<file path="config.mk">
export PLATFORM = sky130hd
export DESIGN_NAME = pgchk_top
export DESIGN_NICKNAME = d
export VERILOG_FILES = /design/src/rtl/pgchk_pkg.sv /design/src/rtl/pgchk_rights.sv /design/src/rtl/pgchk_decide.sv /design/src/rtl/pgchk_capture.sv /design/src/rtl/pgchk_top.sv
export SDC_FILE = /design/constraint.sdc
export NUM_CORES = 1
export LEC_CHECK = 0
export BUFFER_PORTS_ARGS = -buffer_cell sky130_fd_sc_hd__buf_4
export CELL_PAD_IN_SITES_DETAIL_PLACEMENT = 0
export CELL_PAD_IN_SITES_GLOBAL_PLACEMENT = 1
export CORE_MARGIN = 4
export CORE_UTILIZATION = 34
export DETAILED_ROUTE_END_ITERATION = 6
export GPL_TIMING_DRIVEN = 0
export PLACE_DENSITY = 0.76
export RECOVER_POWER = 25
export SKIP_CTS_REPAIR_TIMING = 1
export SYNTH_ARGS = -nofsm -noshare
export SYNTH_HDL_FRONTEND = slang
export SYNTH_SLANG_ARGS = --single-unit
</file>
<file path="constraint.sdc">
create_clock -name clk -period 2.23 [get_ports clk]
set_clock_uncertainty 0.1 [all_clocks]
set_input_delay 0.446 -clock clk [delete_from_list [all_inputs] [get_ports clk]]
set_output_delay 0.446 -clock clk [all_outputs]
set_load 0.03 [all_outputs]
</file>
<file path="src/rtl/pgchk_pkg.sv">
package pgchk_pkg;

   typedef enum logic [1:0] {
      ACC_READ  = 2'b00,
      ACC_WRITE = 2'b01,
      ACC_FETCH = 2'b10,
      ACC_OTHER = 2'b11
   } acc_kind_e;

   // Effective rights after merging the two walk levels
   typedef struct packed {
      logic present;
      logic writable;
      logic user;
   } rights_t;

   // Cause code layout: bit positions are decoded by software
   localparam int unsigned CODE_W      = 4;
   localparam int unsigned CODE_PROT   = 0;
   localparam int unsigned CODE_WRITE  = 1;
   localparam int unsigned CODE_USER   = 2;
   localparam int unsigned CODE_RSVD   = 3;

endpackage

</file>
<file path="src/rtl/pgchk_rights.sv">
module pgchk_rights #(
   parameter bit LARGE_EN = 1'b1
) (
   input  logic                dir_present,
   input  logic                dir_writable,
   input  logic                dir_user,
   input  logic                dir_large,
   input  logic                tbl_present,
   input  logic                tbl_writable,
   input  logic                tbl_user,
   output pgchk_pkg::rights_t  eff
);
   import pgchk_pkg::*;

   rights_t small_r;
   rights_t large_r;

   always_comb begin
      small_r.present  = dir_present  & tbl_present;
      small_r.writable = dir_writable & tbl_writable;
      small_r.user     = dir_user     & tbl_user;
      large_r.present  = dir_present;
      large_r.writable = dir_writable;
      large_r.user     = dir_user;
   end

   generate
      if (LARGE_EN) begin : g_large
         assign eff = dir_large ? large_r : small_r;
      end else begin : g_small_only
         logic unused_large;
         assign unused_large = dir_large;
         assign eff = small_r;
      end
   endgenerate

endmodule

</file>
<file path="src/rtl/pgchk_decide.sv">
module pgchk_decide #(
   parameter int unsigned PL_W    = 2,
   parameter int unsigned USER_PL = 3
) (
   input  logic                              clk,
   input  logic                              rst_n,
   input  logic                              req_valid,
   input  logic [1:0]                        req_kind,
   input  logic [PL_W-1:0]                   req_priv,
   input  pgchk_pkg::rights_t                eff,
   output logic                              cur_fault,
   output logic [pgchk_pkg::CODE_W-1:0]      cur_code
);
   import pgchk_pkg::*;

   logic is_user;
   logic is_write;
   logic prot_viol;

   always_comb begin
      is_user   = (req_priv == PL_W'(USER_PL));
      is_write  = (acc_kind_e'(req_kind) == ACC_WRITE);
      prot_viol = is_user & (~eff.user | (is_write & ~eff.writable));
      cur_fault = ~eff.present | prot_viol;
      cur_code  = '0;
      cur_code[CODE_PROT]  = eff.present;
      cur_code[CODE_WRITE] = is_write;
      cur_code[CODE_USER]  = is_user;
      cur_code[CODE_RSVD]  = 1'b0;
   end

   // a missing page always faults
   p_absent_faults_r2: assert property (@(posedge clk) disable iff (!rst_n)
      (req_valid && !eff.present) |-> cur_fault);

   // supervisor access to a present page never faults
   p_sup_write_ok_r4: assert property (@(posedge clk) disable iff (!rst_n)
      (req_valid && eff.present && req_priv != PL_W'(USER_PL)) |-> !cur_fault);

endmodule

</file>
<file path="src/rtl/pgchk_capture.sv">
module pgchk_capture #(
   parameter int unsigned VA_W      = 32,
   parameter int unsigned VEC_W     = 8,
   parameter int unsigned FAULT_VEC = 14
) (
   input  logic                          clk,
   input  logic                          rst_n,
   input  logic                          req_valid,
   input  logic [VA_W-1:0]               req_vaddr,
   input  logic                          cur_fault,
   input  logic [pgchk_pkg::CODE_W-1:0]  cur_code,
   input  logic                          exc_ack,
   output logic                          rsp_valid,
   output logic                          rsp_allow,
   output logic                          rsp_fault,
   output logic [VA_W-1:0]               fault_addr,
   output logic [pgchk_pkg::CODE_W-1:0]  fault_code,
   output logic                          exc_req,
   output logic [VEC_W-1:0]              exc_vector
);
   import pgchk_pkg::*;

   logic take;
   assign take = req_valid & cur_fault & ~exc_req;

   always_ff @(posedge clk or negedge rst_n) begin
      if (!rst_n) begin
         rsp_valid <= 1'b0;
         rsp_allow <= 1'b0;
         rsp_fault <= 1'b0;
      end else begin
         rsp_valid <= req_valid;
         rsp_allow <= req_valid & ~cur_fault;
         rsp_fault <= req_valid &  cur_fault;
      end
   end

   always_ff @(posedge clk or negedge rst_n) begin
      if (!rst_n) begin
         fault_addr <= '0;
         fault_code <= '0;
      end else if (take) begin
         fault_addr <= req_vaddr;
         fault_code <= cur_code;
      end
   end

   always_ff @(posedge clk or negedge rst_n) begin
      if (!rst_n)       exc_req <= 1'b0;
      else if (take)    exc_req <= 1'b1;
      else if (exc_ack) exc_req <= 1'b0;
   end

   assign exc_vector = VEC_W'(FAULT_VEC);

   // verdict is exclusive and only with a valid response
   p_one_verdict_r7: assert property (@(posedge clk) disable iff (!rst_n)
      rsp_valid |-> (rsp_allow ^ rsp_fault));
   p_no_stray_r7: assert property (@(posedge clk) disable iff (!rst_n)
      !rsp_valid |-> !(rsp_allow | rsp_fault));
   // request holds until acknowledged, then drops
   p_hold_r9: assert property (@(posedge clk) disable iff (!rst_n)
      (exc_req && !exc_ack) |=> exc_req);
   p_ack_drop_r9: assert property (@(posedge clk) disable iff (!rst_n)
      (exc_req && exc_ack) |=> !exc_req);
   // stored fault record frozen while pending
   p_frozen_r10: assert property (@(posedge clk) disable iff (!rst_n)
      exc_req |=> ($stable(fault_addr) && $stable(fault_code)));
   // reserved code bit stays clear
   p_rsvd_zero_r6: assert property (@(posedge clk) disable iff (!rst_n)
      fault_code[CODE_RSVD] == 1'b0);
   // a raised request comes with a fault verdict
   p_rise_with_fault_r8: assert property (@(posedge clk) disable iff (!rst_n)
      $rose(exc_req) |-> rsp_fault);

endmodule

</file>
<file path="src/rtl/pgchk_top.sv">
module pgchk_top #(
   parameter int unsigned VA_W      = 32,
   parameter int unsigned PL_W      = 2,
   parameter int unsigned USER_PL   = 3,
   parameter int unsigned VEC_W     = 8,
   parameter int unsigned FAULT_VEC = 14,
   parameter bit          LARGE_EN  = 1'b1
) (
   input  logic             clk,
   input  logic             rst_n,
   input  logic             req_valid,
   input  logic [1:0]       req_kind,
   input  logic [PL_W-1:0]  req_priv,
   input  logic [VA_W-1:0]  req_vaddr,
   input  logic             dir_present,
   input  logic             dir_writable,
   input  logic             dir_user,
   input  logic             dir_large,
   input  logic             tbl_present,
   input  logic             tbl_writable,
   input  logic             tbl_user,
   input  logic             exc_ack,
   output logic             rsp_valid,
   output logic             rsp_allow,
   output logic             rsp_fault,
   output logic [VA_W-1:0]  fault_addr,
   output logic [3:0]       fault_code,
   output logic             exc_req,
   output logic [VEC_W-1:0] exc_vector
);
   import pgchk_pkg::*;

   localparam int unsigned MAX_PL = (1 << PL_W) - 1;

   generate
      if (VA_W < 13)
         $error("pgchk_top: address too narrow for a page offset");
      if (USER_PL > MAX_PL)
         $error("pgchk_top: user level does not fit in privilege field");
      if (FAULT_VEC >= (1 << VEC_W))
         $error("pgchk_top: vector does not fit in vector field");
      if (CODE_W != 4)
         $error("pgchk_top: cause code must be four bits");
   endgenerate

   rights_t            eff;
   logic               cur_fault;
   logic [CODE_W-1:0]  cur_code;

   pgchk_rights #(.LARGE_EN(LARGE_EN)) u_rights (
      .dir_present  (dir_present),
      .dir_writable (dir_writable),
      .dir_user     (dir_user),
      .dir_large    (dir_large),
      .tbl_present  (tbl_present),
      .tbl_writable (tbl_writable),
      .tbl_user     (tbl_user),
      .eff          (eff)
   );

   pgchk_decide #(.PL_W(PL_W), .USER_PL(USER_PL)) u_decide (
      .clk       (clk),
      .rst_n     (rst_n),
      .req_valid (req_valid),
      .req_kind  (req_kind),
      .req_priv  (req_priv),
      .eff       (eff),
      .cur_fault (cur_fault),
      .cur_code  (cur_code)
   );

   pgchk_capture #(.VA_W(VA_W), .VEC_W(VEC_W), .FAULT_VEC(FAULT_VEC)) u_capture (
      .clk        (clk),
      .rst_n      (rst_n),
      .req_valid  (req_valid),
      .req_vaddr  (req_vaddr),
      .cur_fault  (cur_fault),
      .cur_code   (cur_code),
      .exc_ack    (exc_ack),
      .rsp_valid  (rsp_valid),
      .rsp_allow  (rsp_allow),
      .rsp_fault  (rsp_fault),
      .fault_addr (fault_addr),
      .fault_code (fault_code),
      .exc_req    (exc_req),
      .exc_vector (exc_vector)
   );

   // vector constant whenever a request is up
   p_vector_r8: assert property (@(posedge clk) disable iff (!rst_n)
      exc_req |-> (exc_vector == VEC_W'(FAULT_VEC)));

endmodule

</file>
==> out/metrics.cfg <==
[clock_network]
root_buffer = clkbuf_8
cts_tree = yes
htree_levels = 2
clock_path_buffers = 2
cts_buffers = 5
clk_pin_slew_ns = 0.07
cts_sinks = 39
clkLatencyLatePin_ns = 0.28

[route]
finalWirelength_mm = 3.854
vias = 1144
drcViolationCount = 0
viasPerCell = 4.206
wl_per_cell_um = 14.17
first_pass_iters = 4
first_iter_violations = 17
drtAntennaViolNets = 0

[finish]
syn_to_final_growth_pct = 47.75
fin_util_pct = 52.88
antenna_cells = 0
finalNetCount = 251
fin_area_um2 = 2547
drive_gt1_share_pct = 68.29

[timing]
max_freq_mhz = 564.5
period_needed_ns = 1.771
hold_viol = 0
rsz0062_at_grt = false
slew_violations = 0
slew_headroom_pct = 36.36
fin_crit_sh_pct = 79.43
setup_viol = 0
worst_pin_slew_ns = 0.9546
fin_tns_setup_ns = 0

[setup_path]
endpoint_kind = register
worstSetupPathType = reg -> reg
required_ns = 2.29
setup.worst_path.start_class = register
rr_worst_depth = 5
crit_start = u_capture.exc_req
ff2ff_setup_slack_ns = 0.46
worstReg2RegEnd = u_capture.fault_addr[3]
worstSetupEndpoint = u_capture.fault_addr[3]
crit_slowest_cell = dfrtp_1
worstPathCellList = nor2b_4 -> nand3_2 -> o21ai_4 -> buf_12 -> mux2_4
reg2reg_from = u_capture.exc_req
critical_path.max_stage_delay_ns = 0.42
worstPathArrival_ns = 1.83
crit_path_max_fanout = 10

[global_routing]
overflow = 0
antenna_found_initial = 0
grt_pass1_vias = 1264
grt_pass1_wl_mm = 6.175
track_usage_pct = 12.63
grt_start_max_net_pins = 40

[die]
initial_utilization_pct = 35.79
ioPinCount = 95
die_area_um2 = 6274
rows = 25
die_width_um = 79.21
die_h_um = 79.21
core_area_um2 = 4817

[hold_path]
hold_path_class = in -> async

[place]
numPortBuffers = 85
place.gp.congestion = 0.7210
hpwl_mm = 3.015
place_area_um2 = 2472

[yosys]
ys_ff_latch = 39
syn_area_per_cell_um2 = 16.42
synth_warnings = 0
synth_cell_types = 20
syn_inst = 105
yosysSeqAreaShare_pct = 56.60
syn_area_um2 = 1724

[pwr]
seq_power_share_pct = 38.0
p_clk_share_pct = 16.8
pwr-share-comb_pct = 45.2
p_int_mw = 1.681
power_switching_mw = 0.9626
ir_drop_uv = 395.0
p_per_area_nw_per_um2 = 1038
leakagePower_nw = 1.296
p_sw_share_pct = 36.41

[run]
max-cap-violations = 0

[status]
outcome = completed

==> state kept, by name, summed over array words and instances, names as in the netlist <==
signal                cells
u_capture.rsp_valid       1
u_capture.fault_addr     32
u_capture.fault_code      3
u_capture.exc_req         1
u_capture.rsp_allow       1
u_capture.rsp_fault       1
==> power groups by stage <==
stage          Clock, mW  Sequential [mW]  Combinational, mW
5_1_grt            0.495             1.03               1.25
4_1_cts            0.467             1.01               1.21
3_3_place_gp           0             1.01               1.19
6_report           0.444             1.00               1.19
3_5_place_dp           0             1.02               1.21
2_1_floorplan          0             1.39              0.373
==> placed cells by master, fill, tap and decap left out <==
cell type / count
buf_4: 92
dfrtp_1: 39
mux2_4: 27
conb_1: 9
mux2_2: 6
clkbuf_8: 5
buf_12: 3
inv_1: 3
clkbuf_1: 3
o21ai_1: 2
nand2_1: 2
mux2i_1: 2
and2b_1: 1
o21ai_2: 1
a21oi_2: 1
nor2_1: 1
o21a_1: 1
nor3b_1: 1
nor2b_4: 1
nand3_2: 1
o21ai_4: 1
a21o_1: 1
clkinv_2: 1
clkbuf_2: 1
==> kinds of logic after synthesis <==
logic type | after synthesis | share of synthesized area [%]
and+or+nand+nor | 7 | 2.903
AOI/OAI and AO/OA | 7 | 3.412
buffers and inverters | 15 | 8.055
other | 2 | 0.4356
DFF | 39 | 56.60
muxes | 35 | 28.59
==> critical path: cells and delay by family (launching register included) <==
kind	cells	cell delay, ns
buffers and inverters	1	0.21
AND/OR/NAND/NOR	2	0.22
multiplexers	1	0.30
flip-flops	1	0.42
AO/OA/AOI/OAI	1	0.39
==> routing by layer <==
metal	part of all wire, %	GRT usage (%)
met2	48	20.96
met4	1.3	4.811
met1	41	14.92
met3	9.4	4.535
met5	0	0
==> cells in the mapped netlist (all sizes together) <==
library cell  count  area, um^2
nor2              1       3.750
and2b             1       7.510
nor2b             1       13.76
dfrtp            39       975.9
a21o              1       7.510
nand2             2       7.510
a21oi             1       8.760
o21a              1       7.510
conb              2       7.510
mux2             33       473.0
mux2i             2       20.02
inv               3       11.26
buf              12       127.6
nand3             1       10.01
o21ai             4       35.04
nor3b             1       7.510
==> worst min path at each step <==
stage	depth (start not counted)	slack (ns)	to	from
after detailed placement	1	0.34	u_capture.fault_addr[26]	rst_n
final	1	0.20	u_capture.fault_addr[26]	rst_n
after global routing	1	0.22	u_capture.rsp_valid	req_valid
after CTS	1	0.04	u_capture.fault_addr[26]	rst_n
after floorplan	0	0.05	u_capture.exc_req	rst_n
after global placement	1	0.34	u_capture.fault_addr[19]	rst_n
==> through the flow <==
stage          hold slack (ns)  setup slack, ns  power [mW]  std cells
6_report                0.2039           0.4586       2.644        272
5_1_grt                 0.2168           0.3315       2.774        272
4_1_cts                0.03783           0.4106       2.685        272
3_5_place_dp            0.3427           0.1178       2.225        264
3_3_place_gp            0.3355           0.1448       2.202        264
2_1_floorplan          0.05041           0.4474       1.765        112
==> final cells by class <==
cell class / instances / area [um^2]
sequential: 39 / 975.9
multi-input combinational: 58 / 635.6
tap: 67 / 83.83
buffer: 12 / 127.6
fill: 448 / 2270
clock inverter: 1 / 5.005
timing repair buffer: 85 / 631.9
inverter: 3 / 11.26
clock buffer: 7 / 76.32
No activity file was read; power rests on OpenSTA's default activity.
